## src/rtl/shift_add_mul_pkg.sv

```systemverilog
package shift_add_mul_pkg;
  function automatic int unsigned cnt_bits(int unsigned w);
    return $clog2(w + 1);
  endfunction
endpackage

```

## src/rtl/mul_step.sv

```systemverilog
// One conditional-add-and-shift step, combinational
module mul_step #(
  parameter int unsigned WIDTH = 4
) (
  input  logic [WIDTH-1:0] acc_i,
  input  logic [WIDTH-1:0] low_i,
  input  logic [WIDTH-1:0] mcand_i,
  output logic [WIDTH-1:0] acc_o,
  output logic [WIDTH-1:0] low_o
);
  logic [WIDTH:0]         sum;
  logic [2*WIDTH:0]       wide;

  always_comb begin
    sum  = {1'b0, acc_i} + (low_i[0] ? {1'b0, mcand_i} : '0);
    wide = {sum, low_i} >> 1;  // carry falls into acc msb
    acc_o = wide[2*WIDTH-1:WIDTH];
    low_o = wide[WIDTH-1:0];
  end
endmodule

```

## src/rtl/mul_ctrl.sv

```systemverilog
module mul_ctrl
  import shift_add_mul_pkg::*;
#(
  parameter int unsigned WIDTH = 4
) (
  input  logic clk_i,
  input  logic rst_ni,
  input  logic start_i,
  output logic load_o,
  output logic step_o,
  output logic busy_o,
  output logic done_o
);
  localparam int unsigned CW = cnt_bits(WIDTH);

  logic [CW-1:0] count_q;
  logic          busy_q, done_q;

  assign load_o = start_i && !busy_q;
  assign step_o = busy_q;
  assign busy_o = busy_q;
  assign done_o = done_q;

  always_ff @(posedge clk_i or negedge rst_ni) begin
    if (!rst_ni) begin
      count_q <= '0;
      busy_q  <= 1'b0;
      done_q  <= 1'b0;
    end else begin
      done_q <= 1'b0;
      if (load_o) begin
        count_q <= CW'(WIDTH);
        busy_q  <= 1'b1;
      end else if (busy_q) begin
        count_q <= count_q - CW'(1);
        if (count_q == CW'(1)) begin
          busy_q <= 1'b0;
          done_q <= 1'b1;
        end
      end
    end
  end

  a_r3_done_pulse: assert property (@(posedge clk_i) disable iff (!rst_ni)
    done_q |=> !done_q);
  a_r3_done_idle: assert property (@(posedge clk_i) disable iff (!rst_ni)
    done_q |-> !busy_q);
  a_r4_busy_holds: assert property (@(posedge clk_i) disable iff (!rst_ni)
    (busy_q && count_q != CW'(1)) |=> busy_q);
  a_r6_start_ignored: assert property (@(posedge clk_i) disable iff (!rst_ni)
    (busy_q && start_i && count_q != CW'(1)) |=> (count_q == $past(count_q) - CW'(1)));
endmodule

```

## src/rtl/mul_dp.sv

```systemverilog
module mul_dp #(
  parameter int unsigned WIDTH = 4
) (
  input  logic               clk_i,
  input  logic               rst_ni,
  input  logic               load_i,
  input  logic               step_i,
  input  logic [WIDTH-1:0]   mcand_i,
  input  logic [WIDTH-1:0]   mplier_i,
  output logic [2*WIDTH-1:0] product_o
);
  logic [WIDTH-1:0] acc_q, low_q, m_q;
  logic [WIDTH-1:0] acc_nx, low_nx;

  mul_step #(.WIDTH(WIDTH)) u_step (
    .acc_i  (acc_q),
    .low_i  (low_q),
    .mcand_i(m_q),
    .acc_o  (acc_nx),
    .low_o  (low_nx)
  );

  always_ff @(posedge clk_i or negedge rst_ni) begin
    if (!rst_ni) begin
      acc_q <= '0;
      low_q <= '0;
      m_q   <= '0;
    end else if (load_i) begin
      acc_q <= '0;
      low_q <= mplier_i;
      m_q   <= mcand_i;
    end else if (step_i) begin
      acc_q <= acc_nx;
      low_q <= low_nx;
    end
  end

  assign product_o = {acc_q, low_q};

  a_r2_load: assert property (@(posedge clk_i) disable iff (!rst_ni)
    load_i |=> (acc_q == '0 && low_q == $past(mplier_i) && m_q == $past(mcand_i)));
  a_r6_mcand_kept: assert property (@(posedge clk_i) disable iff (!rst_ni)
    !load_i |=> $stable(m_q));
endmodule

```

## src/rtl/shift_add_mul.sv

```systemverilog
module shift_add_mul #(
  parameter int unsigned WIDTH = 4
) (
  input  logic               clk_i,
  input  logic               rst_ni,
  input  logic               start_i,
  input  logic [WIDTH-1:0]   mcand_i,
  input  logic [WIDTH-1:0]   mplier_i,
  output logic               busy_o,
  output logic               done_o,
  output logic [2*WIDTH-1:0] product_o
);
  localparam int unsigned PW = 2 * WIDTH;

  logic load, step;

  mul_ctrl #(.WIDTH(WIDTH)) u_ctrl (
    .clk_i  (clk_i),
    .rst_ni (rst_ni),
    .start_i(start_i),
    .load_o (load),
    .step_o (step),
    .busy_o (busy_o),
    .done_o (done_o)
  );

  mul_dp #(.WIDTH(WIDTH)) u_dp (
    .clk_i    (clk_i),
    .rst_ni   (rst_ni),
    .load_i   (load),
    .step_i   (step),
    .mcand_i  (mcand_i),
    .mplier_i (mplier_i),
    .product_o(product_o)
  );

  // shadow operands, used only by the assertions below
  logic [WIDTH-1:0] chk_a, chk_b;
  always_ff @(posedge clk_i or negedge rst_ni) begin
    if (!rst_ni) begin
      chk_a <= '0;
      chk_b <= '0;
    end else if (start_i && !busy_o) begin
      chk_a <= mcand_i;
      chk_b <= mplier_i;
    end
  end

  a_r5_product: assert property (@(posedge clk_i) disable iff (!rst_ni)
    done_o |-> (product_o == ({{WIDTH{1'b0}}, chk_a} * {{WIDTH{1'b0}}, chk_b})));
  a_r7_hold: assert property (@(posedge clk_i) disable iff (!rst_ni)
    (!busy_o && !start_i) |=> $stable(product_o));
  a_r1_reset_idle: assert property (@(posedge clk_i)
    !rst_ni |=> (!busy_o && !done_o && product_o == PW'(0)));
endmodule

```

## config.mk

```make
export PLATFORM = sky130hd
export DESIGN_NAME = shift_add_mul
export DESIGN_NICKNAME = d
export VERILOG_FILES = /design/src/rtl/shift_add_mul_pkg.sv /design/src/rtl/mul_step.sv /design/src/rtl/mul_ctrl.sv /design/src/rtl/mul_dp.sv /design/src/rtl/shift_add_mul.sv
export SDC_FILE = /design/constraint.sdc
export NUM_CORES = 1
export LEC_CHECK = 0
export ABC_AREA = 1
export BUFFER_PORTS_ARGS = -buffer_cell sky130_fd_sc_hd__buf_2
export CAP_MARGIN = 10
export CORE_UTILIZATION = 51
export CTS_CLUSTER_DIAMETER = 150
export DETAILED_ROUTE_END_ITERATION = 16
export PLACE_DENSITY = 0.76
export SLEW_MARGIN = 15
export SYNTH_ARGS = -nofsm -noshare
export SYNTH_HDL_FRONTEND = slang
export SYNTH_SLANG_ARGS = --single-unit
```

## constraint.sdc

```tcl
create_clock -name clk_i -period 1.9 [get_ports clk_i]
set_input_delay 0 -clock clk_i [delete_from_list [all_inputs] [get_ports clk_i]]
set_output_delay 0 -clock clk_i [all_outputs]
set_load 0.02 [all_outputs]
```

# ---- Yosys cells after proc, flatten, opt, wreduce, memory -nomap -nowiden
# Cells that the tools add are included.
dict set report word_totals {
  register_bits 17
  word_cells 25
  out_inout_bits 10
}
dict set report op_classes {
  eq_ne 1
  add_sub_neg 2
  mux 13
  n_reduce_logical 3
}
# cell count
set ops {}
lappend ops {{two-way mux 4 bit} 5}
lappend ops {{two-way mux 1 bit} 6}
lappend ops {{two-way mux 3 bit} 2}
lappend ops {{adder 4 x 5 -> 5 bit} 1}
lappend ops {{== test 3 x 1 -> 1 bit, second input constant} 1}
lappend ops {{subtractor 3 x 1 -> 3 bit, second input constant} 1}
lappend ops {{nonzero test 2 bit} 1}
lappend ops {{logical AND 1 bit} 1}
lappend ops {{zero test 1 bit} 1}

# ---- Depth between registers and ports, before layout
# Gate-level depths: netlist of run 1.
dict set report depth {
  word_depth 4
  ltp_mapped 8
}

# ---- Hierarchy
# A second synthesis of run 1 with hierarchy kept.
dict set report hier_totals {
  cells_unflattened 121
  hier_area_um2 996.0
}
# mod seq_area_each_um2 cells_per_inst area_each_um2 n_inst
set modules_own_cells {}
lappend modules_own_cells {mul_dp 300.3 57 545.5 1}
lappend modules_own_cells {mul_ctrl 125.1 29 244.0 1}
lappend modules_own_cells {mul_step 0.0 35 206.4 1}

# ---- Worst setup path after synthesis of run 1
# Ideal clock, no wire load.
dict set report synth_path {
  kind {reg-to-reg}
  startpoint {register u_dp.low_q[0]}
  endpoint {register u_dp.acc_q[1]}
  arrival_ps 1429
  t_required_ps 1771
  setup_slack_ps 342
  n_path_buf 0
  stages_incl_launch_ff 8
  setup_ps 129
  cell_sequence {dfrtp_1 nand2_1 inv_1 ha_1 inv_1 fa_1 o21ai_0 o21ai_0}
}
dict set report synth_between {
  elab_chain_cells 4
}
# item line_no
set synth_rtl {}
lappend synth_rtl {{from (decl)} mul_dp.sv:12} ;# logic [WIDTH-1:0] acc_q, low_q, m_q;
lappend synth_rtl {{from (signal assigned)} mul_dp.sv:30} ;# low_q <= mplier_i;
lappend synth_rtl {{from (signal assigned)} mul_dp.sv:34} ;# low_q <= low_nx;
lappend synth_rtl {{two-way mux 4 bit} mul_step.sv:15} ;# sum = {1'b0, acc_i} + (low_i[0] ? {1'b0, mcand_i} : '0);
lappend synth_rtl {{adder 4 x 5 -> 5 bit} mul_step.sv:15}
lappend synth_rtl {{two-way mux 4 bit} mul_dp.sv:32} ;# end else if (step_i) begin
lappend synth_rtl {{two-way mux 4 bit} mul_dp.sv:28} ;# end else if (load_i) begin
lappend synth_rtl {{to (signal assigned)} mul_dp.sv:33} ;# acc_q <= acc_nx;
lappend synth_rtl {{to (decl)} mul_dp.sv:12}
# No other way between the ends. The select of a mux whose other input is x is not followed.
# A chain may end at the register's enable or synchronous reset.

# ---- Final worst setup path of run 1
# Same ends and word-level chain as after synthesis.

==> results of run 1 <==
## registers in the layout (all words and copies together) (netlist names)
| signal | count |
|---|---|
| u_dp.acc_q | 4 |
| u_dp.low_q | 4 |
| u_dp.m_q | 4 |
| u_ctrl.count_q | 3 |
| u_ctrl.busy_o | 1 |
| u_ctrl.done_o | 1 |
## final cells by class
class / count / area [µm²]
repair buffers: 29 / 190.2
inverters: 15 / 56.30
well taps: 16 / 20.02
flip-flops and latches: 17 / 425.4
clock buffers: 4 / 26.28
fillers: 120 / 452.9
multi-input cells: 72 / 387.9
## worst paths after layout
kind	end	from	slack, ns
worst max register to register	u_dp.acc_q[1]$_DFFE_PN0P_	u_dp.low_q[0]$_DFFE_PN0P_	0.32
min in group asynchronous	u_ctrl.done_o$_DFF_PN0_	rst_ni	0.15
max in group asynchronous	u_dp.acc_q[2]$_DFFE_PN0P_	rst_ni	1.48
worst max-delay path	u_dp.acc_q[1]$_DFFE_PN0P_	u_dp.low_q[0]$_DFFE_PN0P_	0.32
worst min-delay path	u_ctrl.busy_o$_DFF_PN0_	start_i	0.07
worst min register to register	u_ctrl.done_o$_DFF_PN0_	u_ctrl.count_q[2]$_DFFE_PN0P_	0.48
## per-stage QoR
step                        util  worst slack [ns]
after floorplan                -            0.3417
after global placement    0.6348            0.4301
after detailed placement  0.6348            0.3582
after CTS                 0.7095            0.3431
after global routing      0.7095            0.1663
final                     0.7095            0.3172
## layout by cell type (no fill, tap or decap)
cell type,synthesis,final
o21ai_0,7,7
inv_2,3,3
fa_1,1,1
dfrtp_1,17,17
buf_2,0,20
nand3_1,8,8
clkbuf_1,0,1
inv_1,12,12
nor2_1,3,3
nand2_1,41,41
o22ai_1,1,1
ha_1,6,6
a21oi_1,3,3
dlygate4sd3_1,0,9
nor2_8,1,1
clkbuf_4,0,3
nor2_4,1,1
## where the power goes
part	internal [mW]	switching (mW)	leakage, nW
sequential	0.517	0.157	0.214
combinational	0.252	0.404	0.399
clock	0.0814	0.112	0.0150
## worst max-delay path: cells and delay by family, from the launching register on
| family | cells | cell delay (ns) |
|---|---|---|
| and+or+nand+nor | 1 | 0.07 |
| DFF | 1 | 0.44 |
| buffers and inverters | 2 | 0.11 |
| adders and majority gates | 2 | 0.56 |
| AOI/OAI and AO/OA | 3 | 0.32 |
## logic make-up after synthesis
| logic type | count (synthesis) | share of synthesized area |
|---|---|---|
| and+or+nand+nor | 54 | 0.2685 |
| adders and majority gates | 7 | 0.1080 |
| AOI/OAI and AO/OA | 11 | 0.06392 |
| buffers and inverters | 16 | 0.07670 |
| DFF | 17 | 0.4830 |
## metal layers
layer | GRT usage | vias to the layer above
li1 | - | 394
met1 | 0.3060 | 361
met4 | 0.09375 | 0
met3 | 0.02500 | 2
met5 | 0 | -
met2 | 0.3731 | 19
==> key figures, run 1 <==
Logic synthesis
  • Warnings from Yosys: 0
  • Synth top area share: 0.4830
  • Count of flip-flops with a built-in enable after synthesis: 0
  • Top post-synthesis cells by area: dfrtp_1 48%, nand2_1 17%, ha_1 8.5%
  • Area leader, netlist: dfrtp_1
  • Syn_nets: about 120
  • Fraction of registers with async set/reset: 1.000
  • Post-synth cell types: 14
  • Post-synth top flop: dfrtp_1
  • FF+latch count, synth: 17
  • Mapped Cells: 105
  • Mapped cell area: a little under 900 µm²
  • Avg Synthesized Cell Area: about 8.4 µm²
  • Cell with the most instances after synthesis: nand2_1
  • Seq/Total Area, Yosys: 0.4830
  • Post-synth top cells: 41 x nand2_1, 17 x dfrtp_1, 12 x inv_1

Route
  • Final wirelength: about 1.8 mm
  • Wire per inst: about 12 µm
  • DR WL met3: between 50 and 60 µm
  • Routed length on met2: just over 900 µm
  • Vias: approximately 780
  • DR DRC count: 0
  • Top Layer Used: met4
  • Post-route ant nets: 0
  • DRT Pass-1 Iters: 4
  • Met1 wire length: approximately 820 µm
  • Vias/cell: 5.072
  • Drt initial violations: 18

Placement
  • GP Congestion: roughly 0.88
  • HPWL Detailed: ~1.2 mm
  • IO buf count: 20
  • Dpl cells: 140
  • Post-DP Area: approximately 990 µm²

Floorplan
  • Die area: between 1500 and 2000 µm²
  • Top Ports: 21
  • Die Ht: around 44 µm
  • Site Rows: 14
  • Die W: approximately 44 µm
  • Core Box Area: 1559 µm²
  • Initial core utilization: 0.5650

Clock tree
  • Clock-pin slew on the worst setup and hold paths: 0.10 ns
  • Number of buffers inserted by hold repair at cts: 9
  • CTS tree: yes
  • Num CTS Buffers: 3
  • Postcts setup bufs: 0
  • Clk root buf: clkbuf_4
  • Clock latency on the worst-skew pair: roughly 0.28 ns
  • CTS HTree Levels: 1
  • Clock Path Buffers: 2
  • Total clock sinks: 17
  • Post-cts resize count: 0

Critical path
  • Req. time, crit path: ~2.1 ns
  • Crit path launch type: register
  • Slowest stage delay, CP: ~0.44 ns
  • CP max stage cell: dfrtp_1
  • R2R cell count: 8
  • Crit. End Element: register
  • Crit path DAT: about 1.8 ns
  • Crit-path cells: nand2_1 > inv_1 > ha_1 > inv_1 > fa_1 > a21oi_1 > o21ai_0 > o21ai_0
  • Critical-path maximum fanout: 6
  • Crit path kind: reg2reg

Layout
  • P&R area growth vs syn: 25.57%
  • Fin nets: 156
  • Diode count: 0
  • Share of layout cells above drive strength 1: 0.2044
  • Post-layout instance area: roughly 1100 µm²
  • Fin cells: ~150

Timing
  • Final hold vios: 0
  • Max_slew headroom: 0.6164
  • RSZ-0062 raised after global routing: no
  • Achievable Freq: 631.8 MHz
  • Clk_skew: roughly 0.0032 ns
  • Period utilization: 0.8331
  • Hold_ws: ~0.067 ns
  • Slew @ Worst Pin: about 0.58 ns
  • Max-slew violation count: 0
  • Fin Setup TNS: 0 ns
  • Final Setup Violations: 0
  • Clock period minus worst slack: 1.583 ns

GRT
  • Total GRT Usage: 0.2271
  • GRT overflow: 0
  • Initial antenna violation count: 0
  • Vias in the first global route: 751
  • First-pass GRT wire length: ~3.1 mm
  • Largest net degree at the start of global routing: 18

Power
  • Final Power: ~1.5 mW
  • P per Cell Area: between 1000 and 1500 nW/µm²
  • Max VDD drop: 0.001014 V
  • Static Leakage: 0.6273 nW

Status
  • Status: completed

Flow run
  • Max cap viols: 0

Worst hold path
  • Hold crit path type: in2reg
  • WHS Path Cells: 3
Note: power is estimated with default switching activity, not from simulation.
==> run 2: changes to the inputs <==
- clock period: 1.9 -> 1.7 ns (I/O delays scaled with it)
==> key figures, run 2 (same netlist as run 1, synthesis figures left out) <==
Clock tree
  • CTS HTree Levels: 1 (unchanged)
  • Num CTS Buffers: 3 (unchanged)
  • Clk root buf: clkbuf_4 (unchanged)
  • CTS tree: yes (unchanged)
  • Clock Path Buffers: 2 (unchanged)
  • Clock latency on the worst-skew pair: 0.28 ns (about the same)
  • Postcts setup bufs: 0 (unchanged)
  • Clock-pin slew on the worst setup and hold paths: 0.10 ns (about the same)
  • Total clock sinks: 17 (unchanged)

Timing
  • RSZ-0062 raised after global routing: no (unchanged)
  • Fin Setup TNS: 0 ns (unchanged)
  • Slew @ Worst Pin: 0.5755 ns (about the same)
  • Max_slew headroom: 0.6164 (about the same)
  • Setup slack after layout: 0.1532 ns (was 0.3172 ns)
  • Hold_ws: 0.06701 ns (was 0.06700 ns)
  • Achievable Freq: 646.5 MHz (was 631.8 MHz)
  • Clk_skew: 0.003037 ns (was 0.003206 ns)
  • Final hold vios: 0 (unchanged)
  • Period utilization: 0.9099 (was 0.8331)
  • Clock period minus worst slack: 1.547 ns (was 1.583 ns)
  • Max-slew violation count: 0 (unchanged)
  • Final Setup Violations: 0 (unchanged)

Power
  • Comb pwr share: 0.430 (about the same)
  • Pint: 0.9532 mW (was 0.8508 mW)
  • Reg power frac: 0.443 (about the same)
  • Switching Share: 0.4409 (was 0.4417)
  • Max VDD drop: 0.001133 V (was 0.001014 V)
  • Clock share of power: 0.127 (about the same)
  • P per Cell Area: 1540 nW/µm² (was 1378 nW/µm²)
  • Switching pwr: 0.7517 mW (was 0.6730 mW)
  • Static Leakage: 0.6260 nW (was 0.6273 nW)

Flow run
  • Max cap viols: 0 (unchanged)

Floorplan
  • Die W: 43.56 µm (unchanged)
  • Die Ht: 43.56 µm (unchanged)
  • Initial core utilization: 0.5650 (unchanged)
  • Site Rows: 14 (unchanged)
  • Core Box Area: 1559 µm² (unchanged)
  • Die area: 1897 µm² (unchanged)
  • Top Ports: 21 (unchanged)

Route
  • Vias: 775 (was 776)
  • DR DRC count: 0 (unchanged)
  • Final wirelength: 1.792 mm (was 1.796 mm)
  • Drt initial violations: 18 (unchanged)
  • Vias/cell: 5.065 (was 5.072)
  • Wire per inst: 11.71 µm (was 11.74 µm)
  • Post-route ant nets: 0 (unchanged)
  • DRT Pass-1 Iters: 4 (unchanged)

Critical path
  • Crit. End Element: register (unchanged)
  • R2R Setup Slk: 0.15 ns (was 0.32 ns)
  • Critical-path maximum fanout: 6 (unchanged)
  • Reg2reg end: u_dp.acc_q[1]$_DFFE_PN0P_ (unchanged)
  • R2R cell count: 8 (unchanged)
  • Crit path to: u_dp.acc_q[1]$_DFFE_PN0P_ (unchanged)
  • Crit path kind: reg2reg (unchanged)
  • Worst Setup SP: u_dp.low_q[0]$_DFFE_PN0P_ (unchanged)
  • R2R Path Start: u_dp.low_q[0]$_DFFE_PN0P_ (unchanged)
  • Crit path DAT: 1.76 ns (was 1.80 ns)
  • Crit path launch type: register (unchanged)
  • Req. time, crit path: 1.91 ns (was 2.11 ns)

Layout
  • Commonest non-fill, non-tap cell in the layout: nand2_1 (unchanged)
  • Filler cells: 119 (was 120)
  • Fin nets: 156 (unchanged)
  • Share of layout cells above drive strength 1: 0.2117 (was 0.2044)
  • Most frequent cells in the layout: 41 x nand2_1, 20 x buf_2, 16 x dfrtp_1 (was 41 x nand2_1, 20 x buf_2, 17 x dfrtp_1)
  • Diode count: 0 (unchanged)
  • P&R area growth vs syn: 25.71% (was 25.57%)
  • Reg area: 426.7 µm² (was 425.4 µm²)
  • Area occupied by multi-input gates: 387.9 µm² (unchanged)
  • Top Registers: u_dp.acc_q: 4 flops, u_dp.low_q: 4 flops, u_dp.m_q: 4 flops (unchanged)

GRT
  • Total GRT Usage: 0.2271 (unchanged)
  • Initial antenna violation count: 0 (unchanged)
  • Largest net degree at the start of global routing: 18 (unchanged)
  • First-pass GRT wire length: 3.146 mm (unchanged)
  • GRT overflow: 0 (unchanged)
  • Vias in the first global route: 751 (unchanged)

Placement
  • IO buf count: 20 (unchanged)
  • GP Congestion: 0.8773 (was 0.8774)
  • Dpl ws: 0.1582 ns (was 0.3582 ns)
  • HPWL Detailed: 1.229 mm (unchanged)

Status
  • Status: completed (unchanged)

Worst hold path
  • Hold crit path type: in2reg (unchanged)
==> run 2: cell counts in the layout (fill, tap and decap cells not counted) <==
No cell type changed its count.
==> run 2: how the worst min path moves through the flow <==
stage	cells past startpoint	slack (ns)	end	startpoint
after floorplan	0	-0.30	u_ctrl.busy_o$_DFF_PN0_	rst_ni
after global placement	1	-0.06	u_ctrl.busy_o$_DFF_PN0_	rst_ni
after detailed placement	1	-0.06	u_ctrl.busy_o$_DFF_PN0_	rst_ni
after CTS	4	0.06	u_dp.acc_q[3]$_DFFE_PN0P_	start_i
after global routing	4	0.08	u_dp.acc_q[3]$_DFFE_PN0P_	start_i
final	3	0.07	u_ctrl.busy_o$_DFF_PN0_	start_i
==> run 2: area by class of cell <==
| cell class | instances | share of cell area |
|---|---|---|
| flip-flops and latches | 17 | 0.3853 |
| multi-input cells | 72 | 0.3503 |
| repair buffers | 29 | 0.1718 |
| inverters | 15 | 0.05085 |
| clock buffers | 4 | 0.02373 |
| well taps | 16 | 0.01808 |
==> run 2: power groups by stage <==
stage | sequential, mW | combinational, mW | clock [mW]
final | 0.755 | 0.733 | 0.217
after global routing | 0.779 | 0.839 | 0.235
after CTS | 0.749 | 0.735 | 0.221
after detailed placement | 0.756 | 0.716 | 0
after global placement | 0.751 | 0.696 | 0
after floorplan | 0.800 | 0.466 | 0
==> run 2: worst max-delay path, stage by stage, from the launching register on <==
cell	delay, ns
dfrtp_2	0.42
nand2_1	0.06
inv_1	0.05
ha_1	0.17
inv_1	0.06
fa_1	0.39
a21oi_1	0.16
o21ai_0	0.09
o21ai_0	0.07
==> run 2: metal layers <==
metal | part of all wire | routed length (µm) | vias to the layer above | GRT usage
li1 | - | - | 393 | -
met2 | 0.51 | 907 | 19 | 0.3731
met4 | 0.0050 | 9 | 0 | 0.09375
met3 | 0.031 | 56 | 2 | 0.02500
met1 | 0.46 | 819 | 361 | 0.3060
met5 | 0 | 0 | - | 0
==> run 2: stage by stage <==
step / power (mW) / util / instance area, µm² / cells
6_report: 1.705 / 0.7103 / 1107 / 153
3_3_place_gp: 1.447 / 0.6348 / 989.7 / 140
2_1_floorplan: 1.266 / - / 880.8 / 105
5_1_grt: 1.853 / 0.7103 / 1107 / 153
3_5_place_dp: 1.472 / 0.6348 / 989.7 / 140
4_1_cts: 1.706 / 0.7095 / 1106 / 153
==> run 2: timing repair <==
action / 4_1_cts / 5_1_grt
hold buffers: 9 / 0
resized for setup: 0 / 1
endpoints found under the hold margin: 25 / 0
endpoints found under the setup margin: 0 / 1
==> run 3: changes to the inputs <==
- CORE_MARGIN: not set -> 2
- CTS_CLUSTER_SIZE: not set -> 28
==> key figures, run 3 (same netlist as run 1, synthesis figures left out) <==
Route
  • Routed length on met2: 886 µm (was 907 µm)
  • Post-route ant nets: 0 (unchanged)
  • DR DRC count: 0 (unchanged)
  • Top Layer Used: met4 (unchanged)
  • Wire per inst: 11.67 µm (was 11.71 µm)
  • DR WL met3: 73 µm (was 56 µm)
  • Met1 wire length: 798 µm (was 819 µm)
  • DRT Pass-1 Iters: 4 (unchanged)
  • Vias/cell: 5.077 (was 5.065)
  • Drt initial violations: 8 (was 18)
  • Final wirelength: 1.809 mm (was 1.792 mm)
  • Vias: 787 (was 775)

Power
  • Static Leakage: 0.6331 nW (was 0.6260 nW)
  • P per Cell Area: 1564 nW/µm² (was 1540 nW/µm²)
  • Max VDD drop: 0.001329 V (was 0.001133 V)

Clock tree
  • CTS tree: yes (unchanged)
  • CTS HTree Levels: 1 (unchanged)
  • Clock Path Buffers: 2 (unchanged)
  • Num CTS Buffers: 3 (unchanged)
  • Clock-pin slew on the worst setup and hold paths: 0.10 ns (about the same)
  • Clock latency on the worst-skew pair: 0.29 ns (was 0.28 ns)
  • Total clock sinks: 17 (unchanged)
  • Clk root buf: clkbuf_4 (unchanged)

Timing
  • Clock period minus worst slack: 1.545 ns (was 1.547 ns)
  • RSZ-0062 raised after global routing: no (unchanged)
  • Max_slew headroom: 0.6216 (was 0.6164)
  • Period utilization: 0.9086 (was 0.9099)
  • Fin Setup TNS: 0 ns (unchanged)
  • Clk_skew: 0.005061 ns (was 0.003037 ns)
  • Slew @ Worst Pin: 0.5675 ns (was 0.5755 ns)
  • Max-slew violation count: 0 (unchanged)
  • Setup slack after layout: 0.1553 ns (was 0.1532 ns)
  • Final Setup Violations: 0 (unchanged)
  • Final hold vios: 0 (unchanged)
  • Achievable Freq: 647.4 MHz (was 646.5 MHz)

Floorplan
  • Top Ports: 21 (unchanged)
  • Die Ht: 45.56 µm (was 43.56 µm)
  • Die W: 45.56 µm (was 43.56 µm)
  • Die area: 2076 µm² (was 1897 µm²)
  • Core Box Area: 1670 µm² (was 1559 µm²)
  • Site Rows: 15 (was 14)
  • Initial core utilization: 0.5273 (was 0.5650)

Critical path
  • Slowest stage delay, CP: 0.43 ns (was 0.42 ns)
  • Crit. End Element: register (unchanged)
  • Crit-path cells: nand2_1 > inv_1 > ha_1 > inv_1 > fa_2 > o21ai_1 > o21ai_0 (was nand2_1 > inv_1 > ha_1 > inv_1 > fa_1 > a21oi_1 > o21ai_0 > o21ai_0)
  • CP top delay family: adder cells (unchanged)
  • Crit path kind: reg2reg (unchanged)
  • Worst path most repeated cell: inv_1
  • Critical-path maximum fanout: 6 (unchanged)
  • Req. time, crit path: 1.88 ns (was 1.91 ns)
  • Worst path bufs/invs: 2 (unchanged)
  • Crit path launch type: register (unchanged)
  • R2R Setup Slk: 0.16 ns (was 0.15 ns)
  • Crit path DAT: 1.72 ns (was 1.76 ns)
  • CP max stage cell: dfrtp_1 (was dfrtp_2)

Layout
  • Post-layout instance area: 1121 µm² (was 1107 µm²)
  • Share of layout cells above drive strength 1: 0.2246 (was 0.2117)
  • P&R area growth vs syn: 27.27% (was 25.71%)
  • Most frequent cells in the layout: 41 x nand2_1, 20 x buf_2, 17 x dfrtp_1 (was 41 x nand2_1, 20 x buf_2, 16 x dfrtp_1)
  • Fin cells: 155 (was 153)
  • Commonest non-fill, non-tap cell in the layout: nand2_1 (unchanged)
  • Fin util: 0.6712 (was 0.7103)
  • Fin nets: 157 (was 156)
  • Filler cells: 139 (was 119)
  • Top Registers: u_dp.acc_q: 4 flops, u_dp.low_q: 4 flops, u_dp.m_q: 4 flops (unchanged)
  • Diode count: 0 (unchanged)

Placement
  • Dpl cells: 141 (was 140)
  • GP Congestion: 0.8525 (was 0.8773)
  • Dpl ws: 0.1327 ns (was 0.1582 ns)
  • Post-DP Area: 991.0 µm² (was 989.7 µm²)
  • HPWL Detailed: 1.315 mm (was 1.229 mm)
  • IO buf count: 20 (unchanged)

GRT
  • Total GRT Usage: 0.2045 (was 0.2271)
  • First-pass GRT wire length: 3.001 mm (was 3.146 mm)
  • GRT overflow: 0 (unchanged)
  • Vias in the first global route: 733 (was 751)
  • Largest net degree at the start of global routing: 18 (unchanged)
  • Initial antenna violation count: 0 (unchanged)

Flow run
  • Max cap viols: 0 (unchanged)

Worst hold path
  • Hold crit path type: in2reg (unchanged)

Status
  • Status: completed (unchanged)
run 3: cell types whose count changed in the layout (fill, tap and decap cells not counted), sizes merged:
| cell | change |
|---|---|
| buf | +1 |
run 3: timing repair:
item | CTS | global route
setup buffers | 0 | 1
hold buffers | 9 | 0
endpoints found under the setup margin | 0 | 2
gates resized for setup | 0 | 3
hold endpoints to repair | 25 | 0
run 3: final timing paths:
path | depth (start not counted) | endpoint | from
max in group asynchronous | 2 | u_dp.acc_q[0]$_DFFE_PN0P_ | rst_ni
worst min-delay path | 4 | u_dp.acc_q[2]$_DFFE_PN0P_ | start_i
worst max-delay path | 7 | u_dp.acc_q[1]$_DFFE_PN0P_ | u_dp.low_q[0]$_DFFE_PN0P_
worst min register to register | 1 | u_ctrl.done_o$_DFF_PN0_ | u_ctrl.count_q[2]$_DFFE_PN0P_
worst max register to register | 7 | u_dp.acc_q[1]$_DFFE_PN0P_ | u_dp.low_q[0]$_DFFE_PN0P_
min in group asynchronous | 2 | u_dp.low_q[2]$_DFFE_PN0P_ | rst_ni
run 3: per-layer routing:
layer,GRT usage,up-vias
li1,-,395
met5,0,-
met2,0.3127,24
met1,0.2737,359
met3,0.02778,9
met4,0.1235,0
run 3: layout make-up:
cell class	count	area [µm²]	share of cell area
clock buffer	4	26.28	0.02344
inverter	15	56.30	0.05022
multi-input combinational	72	394.1	0.3516
sequential	17	425.4	0.3795
tap	17	21.27	0.01897
timing repair buffer	30	197.7	0.1763
run 3: stage by stage:
stage / power, mW / hold WS (ns)
3_5_place_dp: 1.499 / -0.06107
5_1_grt: 1.907 / 0.09500
6_report: 1.753 / 0.06729
3_3_place_gp: 1.452 / -0.06070
4_1_cts: 1.723 / 0.07060
2_1_floorplan: 1.266 / -0.2956
run 3: power by group:
group          internal, mW  switching, mW
clock network        0.0914          0.126
registers             0.578          0.175
logic                 0.304          0.479
total                 0.973          0.780
run 3: worst min-delay path, stage by stage:
cell and delay [ns]:
buf_2 0.15, nor2_8 0.08, nand2_1 0.06, nand2_1 0.05
